==> config.mk <==
export PLATFORM = sky130hd
export DESIGN_NAME = icache_fill_ctrl
export DESIGN_NICKNAME = d
export VERILOG_FILES = /design/src/rtl/icf_pkg.sv /design/src/rtl/icf_spec_gate.sv /design/src/rtl/icf_fill_seq.sv /design/src/rtl/icf_burst_buf.sv /design/src/rtl/icache_fill_ctrl.sv
export SDC_FILE = /design/constraint.sdc
export NUM_CORES = 1
export LEC_CHECK = 0
export BUFFER_PORTS_ARGS = -buffer_cell sky130_fd_sc_hd__buf_2
export CAP_MARGIN = 20
export CORE_ASPECT_RATIO = 0.6
export CORE_UTILIZATION = 40
export CTS_CLUSTER_SIZE = 24
export DETAILED_ROUTE_END_ITERATION = 8
export PLACE_DENSITY_LB_ADDON = 0.08
export SYNTH_ARGS = -nofsm -noshare
export SYNTH_HDL_FRONTEND = slang
export SYNTH_SLANG_ARGS = --single-unit
==> constraint.sdc <==
create_clock -name clk -period 4.2 [get_ports clk]
set_clock_uncertainty 0.1 [all_clocks]
set_input_delay 0.63 -clock clk [delete_from_list [all_inputs] [get_ports clk]]
set_output_delay 0.63 -clock clk [all_outputs]
set_load 0.02 [all_outputs]
==> src/rtl/icf_pkg.sv <==
package icf_pkg;

   // Sequencer states of the line fill
   typedef enum logic [1:0] {
      FS_IDLE   = 2'd0,
      FS_FILL   = 2'd1,
      FS_COMMIT = 2'd2
   } fill_st_t;

endpackage

==> src/rtl/icf_spec_gate.sv <==
// Holds back a miss on a predicted path until the branch resolves.
module icf_spec_gate (
   input  logic clk,
   input  logic rst_n,
   input  logic fetch_req,
   input  logic fetch_spec,
   input  logic spec_resolve,
   input  logic spec_cancel,
   input  logic served,
   output logic go_ok
);

   logic resolved_q;

   assign go_ok = !spec_cancel && (!fetch_spec || resolved_q || spec_resolve);

   always_ff @(posedge clk) begin
      if (!rst_n) begin
         resolved_q <= 1'b0;
      end else begin
         resolved_q <= fetch_req && fetch_spec && !spec_cancel && !served &&
                       (resolved_q || spec_resolve);
      end
   end

endmodule

==> src/rtl/icf_fill_seq.sv <==
// Burst sequencer: counts beats, tracks errors and makes the commit decision.
module icf_fill_seq
   import icf_pkg::*;
#(
   parameter int LINE_WORDS = 4,
   localparam int IDX_W = $clog2(LINE_WORDS)
) (
   input  logic             clk,
   input  logic             rst_n,
   input  logic             launch,
   input  logic [IDX_W-1:0] launch_word,
   input  logic             launch_cach,
   input  logic             bus_rvalid,
   input  logic             bus_err,
   input  logic             arr_busy,
   output fill_st_t         st,
   output logic [IDX_W-1:0] beat_idx,
   output logic             line_cach,
   output logic             beat_wr,
   output logic             crit_err,
   output logic             commit_we
);

   localparam logic [IDX_W-1:0] LAST_BEAT = IDX_W'(LINE_WORDS - 1);

   logic [IDX_W-1:0] crit_q;
   logic             bad_q;

   assign beat_wr   = (st == FS_FILL) && bus_rvalid;
   assign crit_err  = beat_wr && bus_err && (beat_idx == crit_q);
   assign commit_we = (st == FS_COMMIT) && !arr_busy;

   always_ff @(posedge clk) begin
      if (!rst_n) begin
         st        <= FS_IDLE;
         beat_idx  <= '0;
         crit_q    <= '0;
         bad_q     <= 1'b0;
         line_cach <= 1'b0;
      end else begin
         unique case (st)
            FS_IDLE: begin
               if (launch) begin
                  st        <= FS_FILL;
                  beat_idx  <= '0;
                  crit_q    <= launch_word;
                  bad_q     <= 1'b0;
                  line_cach <= launch_cach;
               end
            end
            FS_FILL: begin
               if (bus_rvalid) begin
                  beat_idx <= IDX_W'(beat_idx + 1'b1);
                  bad_q    <= bad_q || bus_err;
                  if (beat_idx == LAST_BEAT) begin
                     st <= (line_cach && !bad_q && !bus_err) ? FS_COMMIT : FS_IDLE;
                  end
               end
            end
            FS_COMMIT: begin
               if (!arr_busy) st <= FS_IDLE;
            end
            default: st <= FS_IDLE;
         endcase
      end
   end

endmodule

==> src/rtl/icf_burst_buf.sv <==
// One-line burst buffer with a valid bit per word.
module icf_burst_buf #(
   parameter int DATA_W     = 32,
   parameter int LINE_WORDS = 4,
   parameter int TAG_W      = 28,
   localparam int IDX_W  = $clog2(LINE_WORDS),
   localparam int LINE_W = DATA_W * LINE_WORDS
) (
   input  logic                  clk,
   input  logic                  rst_n,
   input  logic                  launch,
   input  logic [TAG_W-1:0]      launch_tag,
   input  logic                  wr_en,
   input  logic                  wr_err,
   input  logic [IDX_W-1:0]      wr_idx,
   input  logic [DATA_W-1:0]     wr_data,
   input  logic                  wr_keep,
   input  logic [IDX_W-1:0]      rd_idx,
   input  logic                  rd_clear,
   output logic [TAG_W-1:0]      buf_tag,
   output logic                  buf_ok,
   output logic [LINE_WORDS-1:0] word_vld,
   output logic [DATA_W-1:0]     rd_data,
   output logic [LINE_W-1:0]     line_data
);

   logic [DATA_W-1:0] words [LINE_WORDS];

   always_ff @(posedge clk) begin
      if (!rst_n) begin
         buf_tag <= '0;
         buf_ok  <= 1'b0;
      end else if (launch) begin
         buf_tag <= launch_tag;
         buf_ok  <= 1'b1;
      end else if (wr_en && wr_err) begin
         buf_ok  <= 1'b0;
      end
   end

   for (genvar i = 0; i < LINE_WORDS; i++) begin : g_word
      logic hit_wr;
      assign hit_wr = wr_en && !wr_err && (wr_idx == IDX_W'(i));

      always_ff @(posedge clk) begin
         if (!rst_n) begin
            word_vld[i] <= 1'b0;
            words[i]    <= '0;
         end else if (launch) begin
            word_vld[i] <= 1'b0;
         end else if (hit_wr) begin
            word_vld[i] <= wr_keep;
            words[i]    <= wr_data;
         end else if (rd_clear && (rd_idx == IDX_W'(i))) begin
            word_vld[i] <= 1'b0;
         end
      end

      assign line_data[i*DATA_W +: DATA_W] = words[i];
   end

   assign rd_data = words[rd_idx];

endmodule

==> src/rtl/icache_fill_ctrl.sv <==
// Instruction-cache line-fill controller (top).
module icache_fill_ctrl
   import icf_pkg::*;
#(
   parameter int ADDR_W     = 32,
   parameter int DATA_W     = 32,
   parameter int LINE_WORDS = 4,
   localparam int BYTE_OFF = $clog2(DATA_W / 8),
   localparam int IDX_W    = $clog2(LINE_WORDS),
   localparam int TAG_LSB  = BYTE_OFF + IDX_W,
   localparam int TAG_W    = ADDR_W - TAG_LSB,
   localparam int LINE_W   = DATA_W * LINE_WORDS
) (
   input  logic              clk,
   input  logic              rst_n,
   input  logic              fetch_req,
   input  logic [ADDR_W-1:0] fetch_addr,
   input  logic              fetch_spec,
   input  logic              spec_resolve,
   input  logic              spec_cancel,
   input  logic              fetch_cacheable,
   input  logic              array_hit,
   input  logic [DATA_W-1:0] array_rdata,
   output logic              ins_valid,
   output logic [DATA_W-1:0] ins_data,
   output logic              mchk,
   output logic              bus_req,
   output logic [ADDR_W-1:0] bus_addr,
   input  logic              bus_rvalid,
   input  logic [DATA_W-1:0] bus_rdata,
   input  logic              bus_err,
   input  logic              arr_busy,
   output logic              arr_we,
   output logic [ADDR_W-1:0] arr_addr,
   output logic [LINE_W-1:0] arr_line
);

   // Elaboration-time parameter checks
   if (LINE_WORDS < 2 || (LINE_WORDS & (LINE_WORDS - 1)) != 0) begin : g_bad_words
      $error("LINE_WORDS must be a power of two of at least 2");
   end
   if (DATA_W < 8 || (DATA_W & (DATA_W - 1)) != 0) begin : g_bad_data
      $error("DATA_W must be a power of two of at least 8");
   end
   if (ADDR_W <= TAG_LSB) begin : g_bad_addr
      $error("ADDR_W too small for the line size");
   end

   logic [TAG_W-1:0]      req_tag;
   logic [IDX_W-1:0]      req_word;
   logic                  unused_low;
   fill_st_t              st;
   logic [IDX_W-1:0]      beat_idx;
   logic                  line_cach, beat_wr, crit_err, commit_we;
   logic [TAG_W-1:0]      buf_tag;
   logic                  buf_ok;
   logic [LINE_WORDS-1:0] word_vld;
   logic [DATA_W-1:0]     buf_rdata;
   logic                  go_ok, filling, buf_match, not_yet;
   logic                  byp_hit, buf_hit, miss, launch;

   assign req_tag    = fetch_addr[ADDR_W-1:TAG_LSB];
   assign req_word   = fetch_addr[TAG_LSB-1:BYTE_OFF];
   assign unused_low = ^fetch_addr[BYTE_OFF-1:0];

   assign filling   = (st == FS_FILL);
   assign buf_match = buf_ok && (buf_tag == req_tag);
   assign not_yet   = filling && (req_word >= beat_idx);
   assign byp_hit   = fetch_req && !array_hit && buf_match && beat_wr && !bus_err &&
                      (beat_idx == req_word);
   assign buf_hit   = fetch_req && !array_hit && buf_match && word_vld[req_word];
   assign miss      = fetch_req && !array_hit && !byp_hit && !buf_hit &&
                      !(buf_match && not_yet);
   assign launch    = miss && go_ok && (st == FS_IDLE);

   icf_spec_gate u_spec (
      .clk          (clk),
      .rst_n        (rst_n),
      .fetch_req    (fetch_req),
      .fetch_spec   (fetch_spec),
      .spec_resolve (spec_resolve),
      .spec_cancel  (spec_cancel),
      .served       (ins_valid || mchk || launch),
      .go_ok        (go_ok)
   );

   icf_fill_seq #(.LINE_WORDS(LINE_WORDS)) u_seq (
      .clk         (clk),
      .rst_n       (rst_n),
      .launch      (launch),
      .launch_word (req_word),
      .launch_cach (fetch_cacheable),
      .bus_rvalid  (bus_rvalid),
      .bus_err     (bus_err),
      .arr_busy    (arr_busy),
      .st          (st),
      .beat_idx    (beat_idx),
      .line_cach   (line_cach),
      .beat_wr     (beat_wr),
      .crit_err    (crit_err),
      .commit_we   (commit_we)
   );

   icf_burst_buf #(
      .DATA_W     (DATA_W),
      .LINE_WORDS (LINE_WORDS),
      .TAG_W      (TAG_W)
   ) u_buf (
      .clk        (clk),
      .rst_n      (rst_n),
      .launch     (launch),
      .launch_tag (req_tag),
      .wr_en      (beat_wr),
      .wr_err     (bus_err),
      .wr_idx     (beat_idx),
      .wr_data    (bus_rdata),
      .wr_keep    (line_cach || !byp_hit),
      .rd_idx     (req_word),
      .rd_clear   (buf_hit && !line_cach),
      .buf_tag    (buf_tag),
      .buf_ok     (buf_ok),
      .word_vld   (word_vld),
      .rd_data    (buf_rdata),
      .line_data  (arr_line)
   );

   assign ins_valid = fetch_req && (array_hit || buf_hit || byp_hit);
   assign ins_data  = array_hit ? array_rdata : (byp_hit ? bus_rdata : buf_rdata);
   assign mchk      = crit_err;
   assign bus_req   = launch;
   assign bus_addr  = {req_tag, {TAG_LSB{1'b0}}};
   assign arr_we    = commit_we;
   assign arr_addr  = {buf_tag, {TAG_LSB{1'b0}}};

endmodule

==> impl_metrics.prom, run 1 <==
# TYPE chip_impl_metric gauge
chip_impl_info{name="run_status",value="complete, but fails checks"} 1
chip_impl_info{name="failed_checks",value="design-rule violations"} 1
chip_impl_info{name="list_of_cells_traversed_by_the_critical_path",value="xnor2_1, nand4_1, nor4_2, nand4b_4, buf_12, mux2_4, mux2_2, buf_2"} 1
chip_impl_info{name="path_delay_family",value="simple AND/OR/NAND/NOR gates"} 1
chip_impl_metric{name="max-vdd-ir-drop",unit="uV"} 256
chip_impl_metric{name="fmax",unit="MHz"} 269
chip_impl_metric{name="power_density",unit="nW/um^2"} 367
chip_impl_metric{name="postCtsSetupBuffers",unit=""} 0
chip_impl_info{name="crit_path_end_kind",value="output port"} 1
chip_impl_metric{name="clkLatencyLatePin",unit="ns"} 0.44
chip_impl_metric{name="period_needed",unit="ns"} 3.72
chip_impl_metric{name="vias_per_cell",unit=""} 5.01
chip_impl_info{name="ys_dominant_reg_cell",value="edfxtp_1"} 1
chip_impl_metric{name="cap_violations",unit=""} 0
chip_impl_metric{name="final_net_count",unit=""} 1115
chip_impl_metric{name="numCtsBuffers",unit=""} 17
chip_impl_metric{name="antenna_violating_nets_left",unit=""} 0
chip_impl_info{name="setup.worst_path.start_class",value="register"} 1
chip_impl_metric{name="drt_drc_violations_left",unit=""} 30
chip_impl_metric{name="cp_max_fo",unit=""} 32
chip_impl_metric{name="place.detailed.hpwl",unit="um"} 17200
chip_impl_metric{name="num_antenna_cells",unit=""} 0
chip_impl_metric{name="track_usage",unit="%"} 22.3
chip_impl_metric{name="wirelength",unit="um"} 25100
chip_impl_metric{name="area_growth",unit="%"} 26.0
chip_impl_metric{name="resized_cells_post_cts",unit=""} 0
chip_impl_metric{name="worstPathArrival",unit="ns"} 2.99
chip_impl_metric{name="initial_core_util",unit="%"} 41.2
chip_impl_metric{name="routabilityCongestion",unit=""} 0.767
chip_impl_metric{name="post_synth_num_cell_types",unit=""} 48
chip_impl_metric{name="synth.yosys.seq_area_share",unit="%"} 53.7
chip_impl_metric{name="setup_viols_final",unit=""} 0
chip_impl_metric{name="relSlewSlack",unit="%"} 37.0
chip_impl_metric{name="largest_net_degree_at_the_start_of_global_routing",unit=""} 45
chip_impl_info{name="top_usage_layer",value="met2"} 1
chip_impl_metric{name="worst_ep_required_time",unit="ns"} 3.47
chip_impl_metric{name="grt_pass1_vias",unit=""} 5961
chip_impl_metric{name="holdBufCountCts",unit=""} 0
chip_impl_metric{name="antenna_found_initial",unit=""} 0
chip_impl_info{name="clk_root_buf",value="clkbuf_16"} 1
chip_impl_metric{name="global_route.usage.met3",unit="%"} 6.46
chip_impl_metric{name="die_width",unit="um"} 193
chip_impl_metric{name="worst_setup_hold_path_clk_slew",unit="ns"} 0.07
chip_impl_metric{name="drt-initial-drc-count",unit=""} 435
chip_impl_metric{name="post-route-period-util",unit="%"} 88.5
chip_impl_info{name="cts_tree",value="done"} 1
chip_impl_metric{name="drive_gt1_share",unit="%"} 47.0
chip_impl_metric{name="fp.dieArea",unit="um^2"} 22400
chip_impl_metric{name="drtPass1Iterations",unit=""} 6
chip_impl_metric{name="worst_setup_margin",unit="ns"} 0.483
chip_impl_info{name="worstHoldPathType",value="input pin to register"} 1
chip_impl_info{name="cp_slowest_cell",value="nor4_2"} 1
chip_impl_metric{name="async_reset_ff_share",unit="%"} 0
chip_impl_metric{name="totalNegativeSetupSlack",unit="ns"} 0
chip_impl_metric{name="worstPathBufferInverterCount",unit=""} 2
chip_impl_metric{name="synth-edff-count",unit=""} 128
chip_impl_metric{name="grt_use_met1",unit="%"} 31.9
chip_impl_metric{name="placementRows",unit=""} 41
chip_impl_info{name="rsz_0062_raised_after_global_routing",value="false"} 1
chip_impl_metric{name="io_pins",unit=""} 335
chip_impl_metric{name="detail_route.wl_per_cell",unit="um"} 19.4
chip_impl_metric{name="netlist_area",unit="um^2"} 8730
chip_impl_metric{name="worst-slew-pin-transition",unit="ns"} 0.942
chip_impl_metric{name="die_h",unit="um"} 116
chip_impl_info{name="worstSetupPathType",value="register to output port"} 1
chip_impl_metric{name="ff2ff_setup_slack",unit="ns"} 1.44
chip_impl_metric{name="yosysWarnings",unit=""} 0
chip_impl_metric{name="synthesis.area_per_instance",unit="um^2"} 12.2
chip_impl_metric{name="max_stage_delay",unit="ns"} 0.60
chip_impl_metric{name="final_slew_violations",unit=""} 0
chip_impl_metric{name="clock_sink_count",unit=""} 170
chip_impl_metric{name="ctsLongestPathBuffers",unit=""} 2
chip_impl_metric{name="fillerInstances",unit=""} 1949
chip_impl_metric{name="grt_first_pass_wirelength",unit="um"} 36200
chip_impl_metric{name="place_worst_setup_slack",unit="ns"} 0.522
chip_impl_metric{name="post_synth_inst_count",unit=""} 713
chip_impl_metric{name="routed-via-count",unit=""} 6477
chip_impl_metric{name="global_route.overflow_total",unit=""} 0
chip_impl_metric{name="finalHoldViolCount",unit=""} 0
chip_impl_metric{name="postSynthRegisterBits",unit=""} 170
chip_impl_metric{name="cellLeakagePower",unit="uW"} 0.00481
chip_impl_metric{name="htreeDepth",unit=""} 4
chip_impl_metric{name="buffer_ports.inserted",unit=""} 324
chip_impl_metric{name="floorplan.core_area",unit="um^2"} 21200
chip_impl_metric{name="grt_util_met2",unit="%"} 33.2
## power breakdown
part / internal, uW / switching (uW) / leakage, uW
logic: 241 / 350 / 0.00288
registers: 1860 / 38.0 / 0.00166
clock network: 878 / 675 / 0.000272
total: 2980 / 1060 / 0.00481
## worst register-to-register path, cell delays in order (launching register included)
cell,delay (ns)
dfxtp_1,0.33
xor2_1,0.19
nor4_1,0.56
nand4_1,0.29
nor4b_4,0.53
nor2_4,0.05
buf_4,0.31
o211a_1,0.31
## logic make-up (layout without fill, tap and decap cells)
logic type | after synthesis | after routing | synth area share [%]
simple gates | 272 | 272 | 13.3
flops | 170 | 170 | 53.7
mux | 128 | 128 | 21.6
buf+inv | 84 | 379 | 5.68
xor+xnor | 29 | 29 | 2.91
compound gates | 23 | 23 | 1.94
fa+ha+maj | 6 | 6 | 0.860
other cells | 1 | 8 | 0.0430
## area by class of cell
cell class                 count  area, um^2  area share [%]
clock inverter                14         148            1.34
inverter                       6        22.5           0.205
clock buffer                  18         429            3.90
tap                          279         349            3.17
multi-input combinational    466        3590            32.6
timing repair buffer         341        1780            16.2
sequential                   170        4680            42.6
## state kept, by name (all words and copies together), names as in the netlist
register and flops:
u_buf.words 128, u_buf.buf_tag 28, u_buf.word_vld 4, u_seq.beat_idx 2, u_seq.crit_q 2, u_seq.st 2
u_buf.buf_ok 1, u_seq.bad_q 1, u_seq.line_cach 1, u_spec.resolved_q 1
## through the flow
stage | utilization [%] | hold slack, ns | power (uW) | instances | instance area [um^2]
floorplan | - | 0.328 | 2320 | 720 | 8750
global placement | 49.2 | 0.357 | 2530 | 1262 | 10400
detailed placement | 49.2 | 0.364 | 2530 | 1262 | 10400
CTS | 51.9 | 0.344 | 4080 | 1294 | 11000
global route | 51.9 | 0.355 | 4190 | 1294 | 11000
finish | 51.9 | 0.360 | 4040 | 1294 | 11000
## worst paths after layout
check | cells past startpoint | startpoint | end
setup / recovery | 8 | u_buf.buf_tag[8] | ins_data[6]
hold / removal | 3 | fetch_addr[11] | u_buf.buf_tag[7]
setup reg to reg | 7 | u_buf.buf_tag[12] | u_seq.st[0]
hold reg to reg | 2 | u_seq.bad_q | u_seq.bad_q
## routing by layer
metal,up-vias,share of wire (%)
met5,-,0
met4,0,1.0
met3,20,8.3
met2,259,43
met1,3139,47
li1,3059,-
## synthesized netlist by cell type, types with 2 or more instances
| master | count | share of area, % |
|---|---|---|
| a211oi_1 | 5 | 0.43 |
| a21oi_1 | 6 | 0.34 |
| and2_1 | 2 | 0.14 |
| buf_2 | 3 | 0.17 |
| buf_4 | 39 | 3.4 |
| buf_6 | 4 | 0.52 |
| clkbuf_1 | 31 | 1.3 |
| dfxtp_1 | 42 | 9.6 |
| edfxtp_1 | 128 | 44 |
| ha_1 | 6 | 0.86 |
| inv_1 | 6 | 0.26 |
| mux2_2 | 34 | 4.4 |
| mux2_4 | 30 | 5.2 |
| mux2i_1 | 31 | 3.6 |
| mux4_2 | 33 | 8.5 |
| nand2_1 | 106 | 4.6 |
| nand3_1 | 5 | 0.29 |
| nand3b_1 | 2 | 0.17 |
| nand4_1 | 4 | 0.29 |
| nor2_1 | 135 | 5.8 |
| nor3_1 | 2 | 0.11 |
| nor4_1 | 2 | 0.14 |
| o21a_1 | 2 | 0.17 |
| o21ai_0 | 4 | 0.23 |
| xnor2_1 | 18 | 1.8 |
| xor2_1 | 11 | 1.1 |
## cells in the final DEF, fill, tap and decap left out, types with 3 or more instances in the layout
master,netlist,final
buf_2,3,323
nor2_1,135,135
edfxtp_1,128,128
nand2_1,106,102
dfxtp_1,42,42
mux2_2,34,34
mux4_2,33,33
mux2i_1,31,31
mux2_4,30,30
xnor2_1,18,18
clkbuf_16,0,17
buf_4,39,16
xor2_1,11,11
conb_1,1,8
inv_1,6,6
a21oi_1,6,6
ha_1,6,6
a211oi_1,5,5
nand3_1,5,5
nand4_1,4,4
nand2_2,0,4
o21ai_0,4,4
clkinv_4,0,3
inv_6,0,3
clkinvlp_4,0,3
Power figures use the tool's default switching activity.
==> run 2: changes to the inputs <==
==> constraint.sdc (replaced) <==
create_clock -name clk -period 3.3 [get_ports clk]
set_clock_uncertainty 0.1 [all_clocks]
set_input_delay 0.495 -clock clk [delete_from_list [all_inputs] [get_ports clk]]
set_output_delay 0.495 -clock clk [all_outputs]
set_load 0.02 [all_outputs]
==> run 2 against run 1 <==
The run still ends with design-rule violations left. Critical path depth rose by 1. Register-to-register slack got worse by 0.48 ns. Global-route usage rose by 0.38 points. Critical path type unchanged. Critical endpoint is now ins_data[23].
==> impl_metrics.prom, run 2 (synthesized netlist as in run 1, its figures left out) <==
# TYPE chip_impl_metric gauge
chip_impl_metric{name="die_h",unit="um"} 116
chip_impl_metric{name="cellLeakagePower",unit="uW"} 0.00492
chip_impl_info{name="cts_tree",value="done"} 1
chip_impl_metric{name="fillerInstances",unit=""} 1928
chip_impl_metric{name="place.detailed.hpwl",unit="um"} 17700
chip_impl_metric{name="antenna_violating_nets_left",unit=""} 0
chip_impl_info{name="layout.cells.most_common_list",value="buf_2 (312), nor2_1 (135), edfxtp_1 (128)"} 1
chip_impl_metric{name="drt_drc_violations_left",unit=""} 30
chip_impl_metric{name="holdBufCountCts",unit=""} 0
chip_impl_metric{name="worst_setup_hold_path_clk_slew",unit="ns"} 0.06
chip_impl_info{name="largest_registers",value="u_buf.words: 128 flops, u_buf.buf_tag: 28 flops, u_buf.word_vld: 4 flops"} 1
chip_impl_info{name="crit-reg2reg-launch",value="u_buf.buf_tag[10]"} 1
chip_impl_info{name="list_of_cells_traversed_by_the_critical_path",value="xnor2_2, nand4_1, nor4_2, buf_4, nand4b_4, buf_12, mux2_4, mux2_2, buf_2"} 1
chip_impl_metric{name="relSlewSlack",unit="%"} 58.6
chip_impl_metric{name="routed-via-count",unit=""} 6542
chip_impl_metric{name="ff2ff_setup_slack",unit="ns"} 0.96
chip_impl_metric{name="hold_slack",unit="ns"} 0.217
chip_impl_metric{name="placementRows",unit=""} 41
chip_impl_info{name="largest_register",value="u_buf.words"} 1
chip_impl_info{name="failed_checks",value="design-rule violations"} 1
chip_impl_info{name="setup.worst_path.start_class",value="register"} 1
chip_impl_metric{name="drive_gt1_share",unit="%"} 49.0
chip_impl_metric{name="power_density",unit="nW/um^2"} 460
chip_impl_metric{name="area_growth",unit="%"} 28.7
chip_impl_metric{name="num_antenna_cells",unit=""} 0
chip_impl_info{name="mostFrequentLayoutCell",value="buf_2"} 1
chip_impl_metric{name="period_needed",unit="ns"} 3.29
chip_impl_metric{name="drt-initial-drc-count",unit=""} 418
chip_impl_metric{name="final_net_count",unit=""} 1125
chip_impl_metric{name="ctsLongestPathBuffers",unit=""} 2
chip_impl_metric{name="hold_path_depth",unit=""} 3
chip_impl_metric{name="detail_route.wl_per_cell",unit="um"} 19.4
chip_impl_metric{name="rr_worst_depth",unit=""} 9
chip_impl_metric{name="die_width",unit="um"} 193
chip_impl_info{name="cp_slowest_cell",value="dfxtp_2"} 1
chip_impl_metric{name="fmax",unit="MHz"} 304
chip_impl_metric{name="routabilityCongestion",unit=""} 0.776
chip_impl_metric{name="finalHoldViolCount",unit=""} 0
chip_impl_metric{name="fp.dieArea",unit="um^2"} 22400
chip_impl_metric{name="initial_core_util",unit="%"} 41.2
chip_impl_metric{name="buffer_ports.inserted",unit=""} 324
chip_impl_info{name="crit_end",value="ins_data[23]"} 1
chip_impl_metric{name="htreeDepth",unit=""} 4
chip_impl_metric{name="worst_setup_margin",unit="ns"} 0.0129
chip_impl_metric{name="totalNegativeSetupSlack",unit="ns"} 0
chip_impl_metric{name="numCtsBuffers",unit=""} 17
chip_impl_metric{name="cap_violations",unit=""} 0
chip_impl_info{name="worstSetupPathType",value="register to output port"} 1
chip_impl_metric{name="place_worst_setup_slack",unit="ns"} 0.0895
chip_impl_metric{name="largest_net_degree_at_the_start_of_global_routing",unit=""} 47
chip_impl_metric{name="floorplan.core_area",unit="um^2"} 21200
chip_impl_metric{name="clkLatencyLatePin",unit="ns"} 0.43
chip_impl_metric{name="grt_first_pass_wirelength",unit="um"} 37100
chip_impl_metric{name="grt_pass1_vias",unit=""} 6206
chip_impl_metric{name="multi_input_comb_area",unit="um^2"} 3630
chip_impl_metric{name="finalCoreUtilization",unit="%"} 53.0
chip_impl_metric{name="vias_per_cell",unit=""} 5.02
chip_impl_metric{name="layout.area.seq",unit="um^2"} 4690
chip_impl_info{name="critical_path.reg2reg.endpoint",value="u_seq.st[0]"} 1
chip_impl_metric{name="cp_max_fo",unit=""} 20
chip_impl_info{name="clk_root_buf",value="clkbuf_16"} 1
chip_impl_metric{name="track_usage",unit="%"} 22.7
chip_impl_metric{name="final_slew_violations",unit=""} 0
chip_impl_metric{name="io_pins",unit=""} 335
chip_impl_info{name="worstHoldPathType",value="input pin to register"} 1
chip_impl_metric{name="antenna_found_initial",unit=""} 1
chip_impl_metric{name="post-route-period-util",unit="%"} 99.6
chip_impl_info{name="rsz_0062_raised_after_global_routing",value="true"} 1
chip_impl_metric{name="setup_viols_final",unit=""} 0
chip_impl_info{name="run_status",value="complete, but fails checks"} 1
chip_impl_metric{name="global_route.overflow_total",unit=""} 0
chip_impl_metric{name="worstPathArrival",unit="ns"} 2.69
chip_impl_metric{name="worst-slew-pin-transition",unit="ns"} 0.621
chip_impl_metric{name="wirelength",unit="um"} 25300
chip_impl_metric{name="max_ffs_per_register",unit=""} 128
chip_impl_metric{name="worst_ep_required_time",unit="ns"} 2.70
chip_impl_metric{name="max-vdd-ir-drop",unit="uV"} 355
chip_impl_metric{name="drtPass1Iterations",unit=""} 7
chip_impl_metric{name="max_stage_delay",unit="ns"} 0.34
chip_impl_metric{name="clock_sink_count",unit=""} 170
chip_impl_info{name="critical_path.startpoint",value="u_buf.buf_tag[10]"} 1
chip_impl_info{name="crit_path_end_kind",value="output port"} 1
run 2: layout make-up:
type	instances	share of cell area, %
Clock buffer	17	3.79
Clock inverter	14	1.34
Inverter	6	0.201
Multi-Input combinational cell	466	32.3
Sequential cell	170	41.8
Tap cell	279	3.11
Timing Repair Buffer	351	17.4
run 2: how the worst min path moves through the flow:
| stage | end | slack, ns | startpoint |
|---|---|---|---|
| after floorplan | u_seq.bad_q | 0.33 | u_seq.bad_q |
| after global routing | u_seq.line_cach | 0.20 | fetch_cacheable |
| after detailed placement | u_seq.crit_q[0] | 0.37 | u_seq.crit_q[0] |
| after CTS | u_seq.line_cach | 0.19 | fetch_cacheable |
| final | u_seq.line_cach | 0.22 | fetch_cacheable |
| after global placement | u_seq.crit_q[1] | 0.36 | u_seq.crit_q[1] |
run 2: metal layers:
layer | GRT usage (%) | part of all wire (%) | vias up
met5 | 0 | 0.051 | -
met3 | 6.97 | 8.3 | 20
met1 | 31.8 | 47 | 3181
met2 | 34.4 | 44 | 267
met4 | 5.77 | 0.84 | 2
li1 | - | - | 3072
run 2: power breakdown:
part	internal, uW	switching [uW]
sequential	2370	50.0
clock	1110	859
combinational	329	451
total	3810	1360
run 2: critical path, delay by kind of cell, from the launching register on:
family	cells	cell delay, ns
XOR/XNOR	1	0.15
AND/OR/NAND/NOR	3	0.63
flip-flops	1	0.34
multiplexers	2	0.57
buffers and inverters	3	0.54
run 2: timing repair:
item | in CTS | in global routing
setup endpoints to repair | 32 | 32
setup buffers | 1 | 0
cloned | 0 | 0
gates resized for setup | 8 | 17
pin swaps | 2 | 2
run 2: stage by stage:
step	instances	total power, uW	instance area [um^2]
CTS	1303	5210	11200
floorplan	720	2960	8750
finish	1303	5170	11200
global route	1303	5370	11200
global placement	1271	3230	10600
detailed placement	1271	3230	10600
==> run 3: changes to the inputs <==
--- a/config.mk
+++ b/config.mk
@@ -5,6 +5,7 @@
 export SDC_FILE = /design/constraint.sdc
 export NUM_CORES = 1
 export LEC_CHECK = 0
+export ABC_AREA = 1
 export BUFFER_PORTS_ARGS = -buffer_cell sky130_fd_sc_hd__buf_2
 export CAP_MARGIN = 20
 export CORE_ASPECT_RATIO = 0.6
==> run 3 against run 2 <==
Hold slack improved by 0.011 ns. Highest routed layer is now met4. Setup slack gained 0.20 ns. Flip-flop and latch count stayed put. Design area down 3.5%. The run now ends clean. Critical path type unchanged. Register-to-register slack got worse by 0.42 ns.
==> impl_metrics.prom, run 3 <==
# TYPE chip_impl_metric gauge
chip_impl_info{name="run_status",value="completed"} 1
chip_impl_metric{name="worstPathBufferInverterCount",unit=""} 3
chip_impl_metric{name="worstPathArrival",unit="ns"} 2.49
chip_impl_metric{name="postSynthRegisterBits",unit=""} 170
chip_impl_metric{name="floorplan.core_area",unit="um^2"} 20400
chip_impl_metric{name="antenna_found_initial",unit=""} 0
chip_impl_metric{name="cap_violations",unit=""} 0
chip_impl_metric{name="yosys.area_share.xor_xnor",unit="%"} 0.413
chip_impl_metric{name="total_switching_power",unit="uW"} 1430
chip_impl_metric{name="post_synth_inst_count",unit=""} 996
chip_impl_metric{name="drt_drc_violations_left",unit=""} 0
chip_impl_metric{name="buffer_ports.inserted",unit=""} 324
chip_impl_metric{name="yosys.area_share.simple",unit="%"} 24.1
chip_impl_metric{name="holdBufCountCts",unit=""} 0
chip_impl_metric{name="synth_top_area_share",unit="%"} 45.4
chip_impl_info{name="ys_dominant_reg_cell",value="edfxtp_1"} 1
chip_impl_info{name="path_delay_family",value="simple AND/OR/NAND/NOR gates"} 1
chip_impl_info{name="worstSetupPathType",value="register to output port"} 1
chip_impl_metric{name="finalHoldViolCount",unit=""} 0
chip_impl_metric{name="cellLeakagePower",unit="uW"} 0.00525
chip_impl_metric{name="synth_area_in_compound_gates",unit="%"} 8.84
chip_impl_metric{name="drt-initial-drc-count",unit=""} 526
chip_impl_metric{name="grt_pass1_vias",unit=""} 7023
chip_impl_metric{name="fmax",unit="MHz"} 324
chip_impl_metric{name="post_synth_num_cell_types",unit=""} 30
chip_impl_info{name="min-delay-start",value="fetch_cacheable"} 1
chip_impl_info{name="critical_path.startpoint",value="u_buf.buf_tag[10]"} 1
chip_impl_metric{name="setup_viols_final",unit=""} 0
chip_impl_metric{name="power.clock.fraction",unit="%"} 38.2
chip_impl_info{name="crit-reg2reg-launch",value="u_buf.buf_tag[10]"} 1
chip_impl_metric{name="vias_per_cell",unit=""} 4.93
chip_impl_metric{name="global_route.overflow_total",unit=""} 0
chip_impl_metric{name="die_width",unit="um"} 190
chip_impl_metric{name="max_ffs_per_register",unit=""} 128
chip_impl_metric{name="routed-via-count",unit=""} 7731
chip_impl_metric{name="post-route-period-util",unit="%"} 93.5
chip_impl_metric{name="portion_of_total_power_attributed_to_combinational_logic",unit="%"} 14.4
chip_impl_info{name="synth_top_family_by_area",value="simple AND/OR/NAND/NOR gates"} 1
chip_impl_metric{name="final_slew_violations",unit=""} 0
chip_impl_metric{name="antenna_violating_nets_left",unit=""} 0
chip_impl_metric{name="period_needed",unit="ns"} 3.09
chip_impl_info{name="crit_path_end_kind",value="output port"} 1
chip_impl_info{name="yosysMostFrequentCell",value="nor2_1"} 1
chip_impl_metric{name="clock_sink_count",unit=""} 170
chip_impl_metric{name="num_antenna_cells",unit=""} 0
chip_impl_metric{name="power_density",unit="nW/um^2"} 472
chip_impl_metric{name="io_pins",unit=""} 335
chip_impl_info{name="mostFrequentLayoutCell",value="buf_2"} 1
chip_impl_metric{name="final_net_count",unit=""} 1394
chip_impl_metric{name="ctsLongestPathBuffers",unit=""} 2
chip_impl_metric{name="max-vdd-ir-drop",unit="uV"} 362
chip_impl_metric{name="netlist_area",unit="um^2"} 8470
chip_impl_info{name="synth.top_cells.by_area",value="edfxtp_1 (45%), nor2_1 (10%), dfxtp_1 (9.9%)"} 1
chip_impl_metric{name="track_usage",unit="%"} 25.2
chip_impl_info{name="yosysTopAreaCell",value="edfxtp_1"} 1
chip_impl_metric{name="worst-slew-pin-transition",unit="ns"} 0.696
chip_impl_metric{name="postCtsSetupBuffers",unit=""} 0
chip_impl_metric{name="worst_setup_hold_path_clk_slew",unit="ns"} 0.07
chip_impl_info{name="layout.cells.most_common_list",value="buf_2 (324), nor2_1 (230), nand2_1 (209)"} 1
chip_impl_metric{name="numCtsBuffers",unit=""} 17
chip_impl_metric{name="cp_max_fo",unit=""} 40
chip_impl_metric{name="routabilityCongestion",unit=""} 0.861
chip_impl_metric{name="async_reset_ff_share",unit="%"} 0
chip_impl_info{name="worstHoldPathType",value="input pin to register"} 1
chip_impl_metric{name="synthesis.area_per_instance",unit="um^2"} 8.51
chip_impl_metric{name="max_stage_delay",unit="ns"} 0.38
chip_impl_info{name="list_of_cells_traversed_by_the_critical_path",value="inv_1, nand2_1, nand2_1, nor2_1, nand2_1, nor2_1, nand2_1, nor2_4, nand3_2, buf_6, o21ai_0, o21ai_1, buf_2"} 1
chip_impl_info{name="cts_tree",value="done"} 1
chip_impl_metric{name="detail_route.wl_per_cell",unit="um"} 17.5
chip_impl_metric{name="worst_ep_required_time",unit="ns"} 2.70
chip_impl_metric{name="htreeDepth",unit=""} 4
chip_impl_metric{name="power.internal",unit="uW"} 3680
chip_impl_metric{name="largest_net_degree_at_the_start_of_global_routing",unit=""} 41
chip_impl_metric{name="pwr-share-seq",unit="%"} 47.4
chip_impl_metric{name="initial_core_util",unit="%"} 41.6
chip_impl_metric{name="wirelength",unit="um"} 27500
chip_impl_metric{name="synth-edff-count",unit=""} 128
chip_impl_metric{name="totalNegativeSetupSlack",unit="ns"} 0
chip_impl_info{name="clk_root_buf",value="clkbuf_16"} 1
chip_impl_metric{name="grt_first_pass_wirelength",unit="um"} 41100
chip_impl_metric{name="area_growth",unit="%"} 27.8
chip_impl_metric{name="fp.dieArea",unit="um^2"} 21800
chip_impl_metric{name="drive_gt1_share",unit="%"} 30.4
chip_impl_metric{name="die_h",unit="um"} 115
chip_impl_metric{name="synth_mux_area_share",unit="%"} 0
chip_impl_metric{name="swShare",unit="%"} 28.0
chip_impl_info{name="largest_registers",value="u_buf.words: 128 flops, u_buf.buf_tag: 28 flops, u_buf.word_vld: 4 flops"} 1
chip_impl_metric{name="clkLatencyLatePin",unit="ns"} 0.42
chip_impl_metric{name="drtPass1Iterations",unit=""} 5
chip_impl_metric{name="relSlewSlack",unit="%"} 53.5
chip_impl_metric{name="finalCoreUtilization",unit="%"} 53.2
chip_impl_info{name="rsz_0062_raised_after_global_routing",value="false"} 1
chip_impl_info{name="cp_slowest_cell",value="dfxtp_1"} 1
chip_impl_info{name="netlist_top_cells_count",value="nor2_1 (232), nand2_1 (213), edfxtp_1 (128), inv_1 (99), dfxtp_1 (42)"} 1
chip_impl_metric{name="place.detailed.hpwl",unit="um"} 19100
chip_impl_info{name="setup.worst_path.start_class",value="register"} 1
chip_impl_metric{name="placementRows",unit=""} 40
chip_impl_info{name="crit_path_frequent_cell",value="nand2_1"} 1
chip_impl_metric{name="yosysWarnings",unit=""} 0
chip_impl_metric{name="synth_fa_ha_area_share",unit="%"} 0.886
chip_impl_info{name="largest_register",value="u_buf.words"} 1
chip_impl_metric{name="synth.yosys.seq_area_share",unit="%"} 55.3
==> run 3: per-layer routing <==
layer / up-vias / global-route usage, % / part of all wire, %
li1: 3798 / - / -
met1: 3609 / 36.8 / 48
met2: 299 / 38.4 / 44
met3: 25 / 4.37 / 7.2
met4: 0 / 6.99 / 1.4
met5: - / 0 / 0
==> run 3: area by class of cell <==
cell class | count | area [um^2]
clock buffers | 19 | 440
well taps | 273 | 342
clock inverters | 13 | 133
flip-flops and latches | 170 | 4680
repair buffers | 344 | 1880
fillers | 1958 | 9540
inverters | 104 | 390
multi-input cells | 644 | 2970
==> run 3: cell families after synthesis <==
| kind of cell | after synthesis |
|---|---|
| flops | 170 |
| fa+ha+maj | 6 |
| xor+xnor | 4 |
| other cells | 1 |
| buf+inv | 189 |
| compound gates | 122 |
| simple gates | 504 |
==> run 3: path summary, 6_finish.rpt <==
kind,end,slack [ns],depth (start not counted)
min,u_seq.line_cach,0.23,3
max,ins_data[28],0.21,13
min reg2reg,u_buf.buf_ok,0.37,2
max reg2reg,u_buf.word_vld[1],0.54,14
==> run 3: power groups by stage <==
stage | Combinational (uW) | Clock (uW) | Sequential [uW]
2_1_floorplan | 358 | 0 | 2560
3_3_place_gp | 735 | 0 | 2470
3_5_place_dp | 737 | 0 | 2470
4_1_cts | 740 | 1990 | 2420
5_1_grt | 800 | 2080 | 2430
6_report | 737 | 1950 | 2420
==> run 3: worst register-to-register path, cell delays in order, from the launching register on <==
cell and delay, ns:
dfxtp_1 0.38, inv_1 0.05, nand2_1 0.05, nand2_1 0.04, nor2_1 0.11, nand2_1 0.10, nor2_1 0.15, nand2_1 0.11
nor2_4 0.16, nand3_2 0.09, buf_6 0.22, nand4_2 0.17, buf_4 0.42, nand2_1 0.30, o21ai_0 0.22
==> run 3: metrics by stage <==
| step | total power (uW) | hold WS [ns] | area, um^2 | std cells | setup WS, ns |
|---|---|---|---|---|---|
| CTS | 5160 | 0.215 | 10800 | 1567 | 0.0275 |
| finish | 5110 | 0.228 | 10800 | 1567 | 0.214 |
| global route | 5320 | 0.242 | 10800 | 1567 | 0.0339 |
| global placement | 3200 | 0.355 | 10300 | 1535 | 0.227 |
| floorplan | 2910 | 0.344 | 8500 | 1003 | 0.767 |
| detailed placement | 3200 | 0.361 | 10300 | 1535 | 0.243 |
==> run 3: timing repair <==
action,4_1_cts,5_1_grt
hold endpoints to repair,0,0
setup endpoints to repair,0,14
resized for setup,0,3
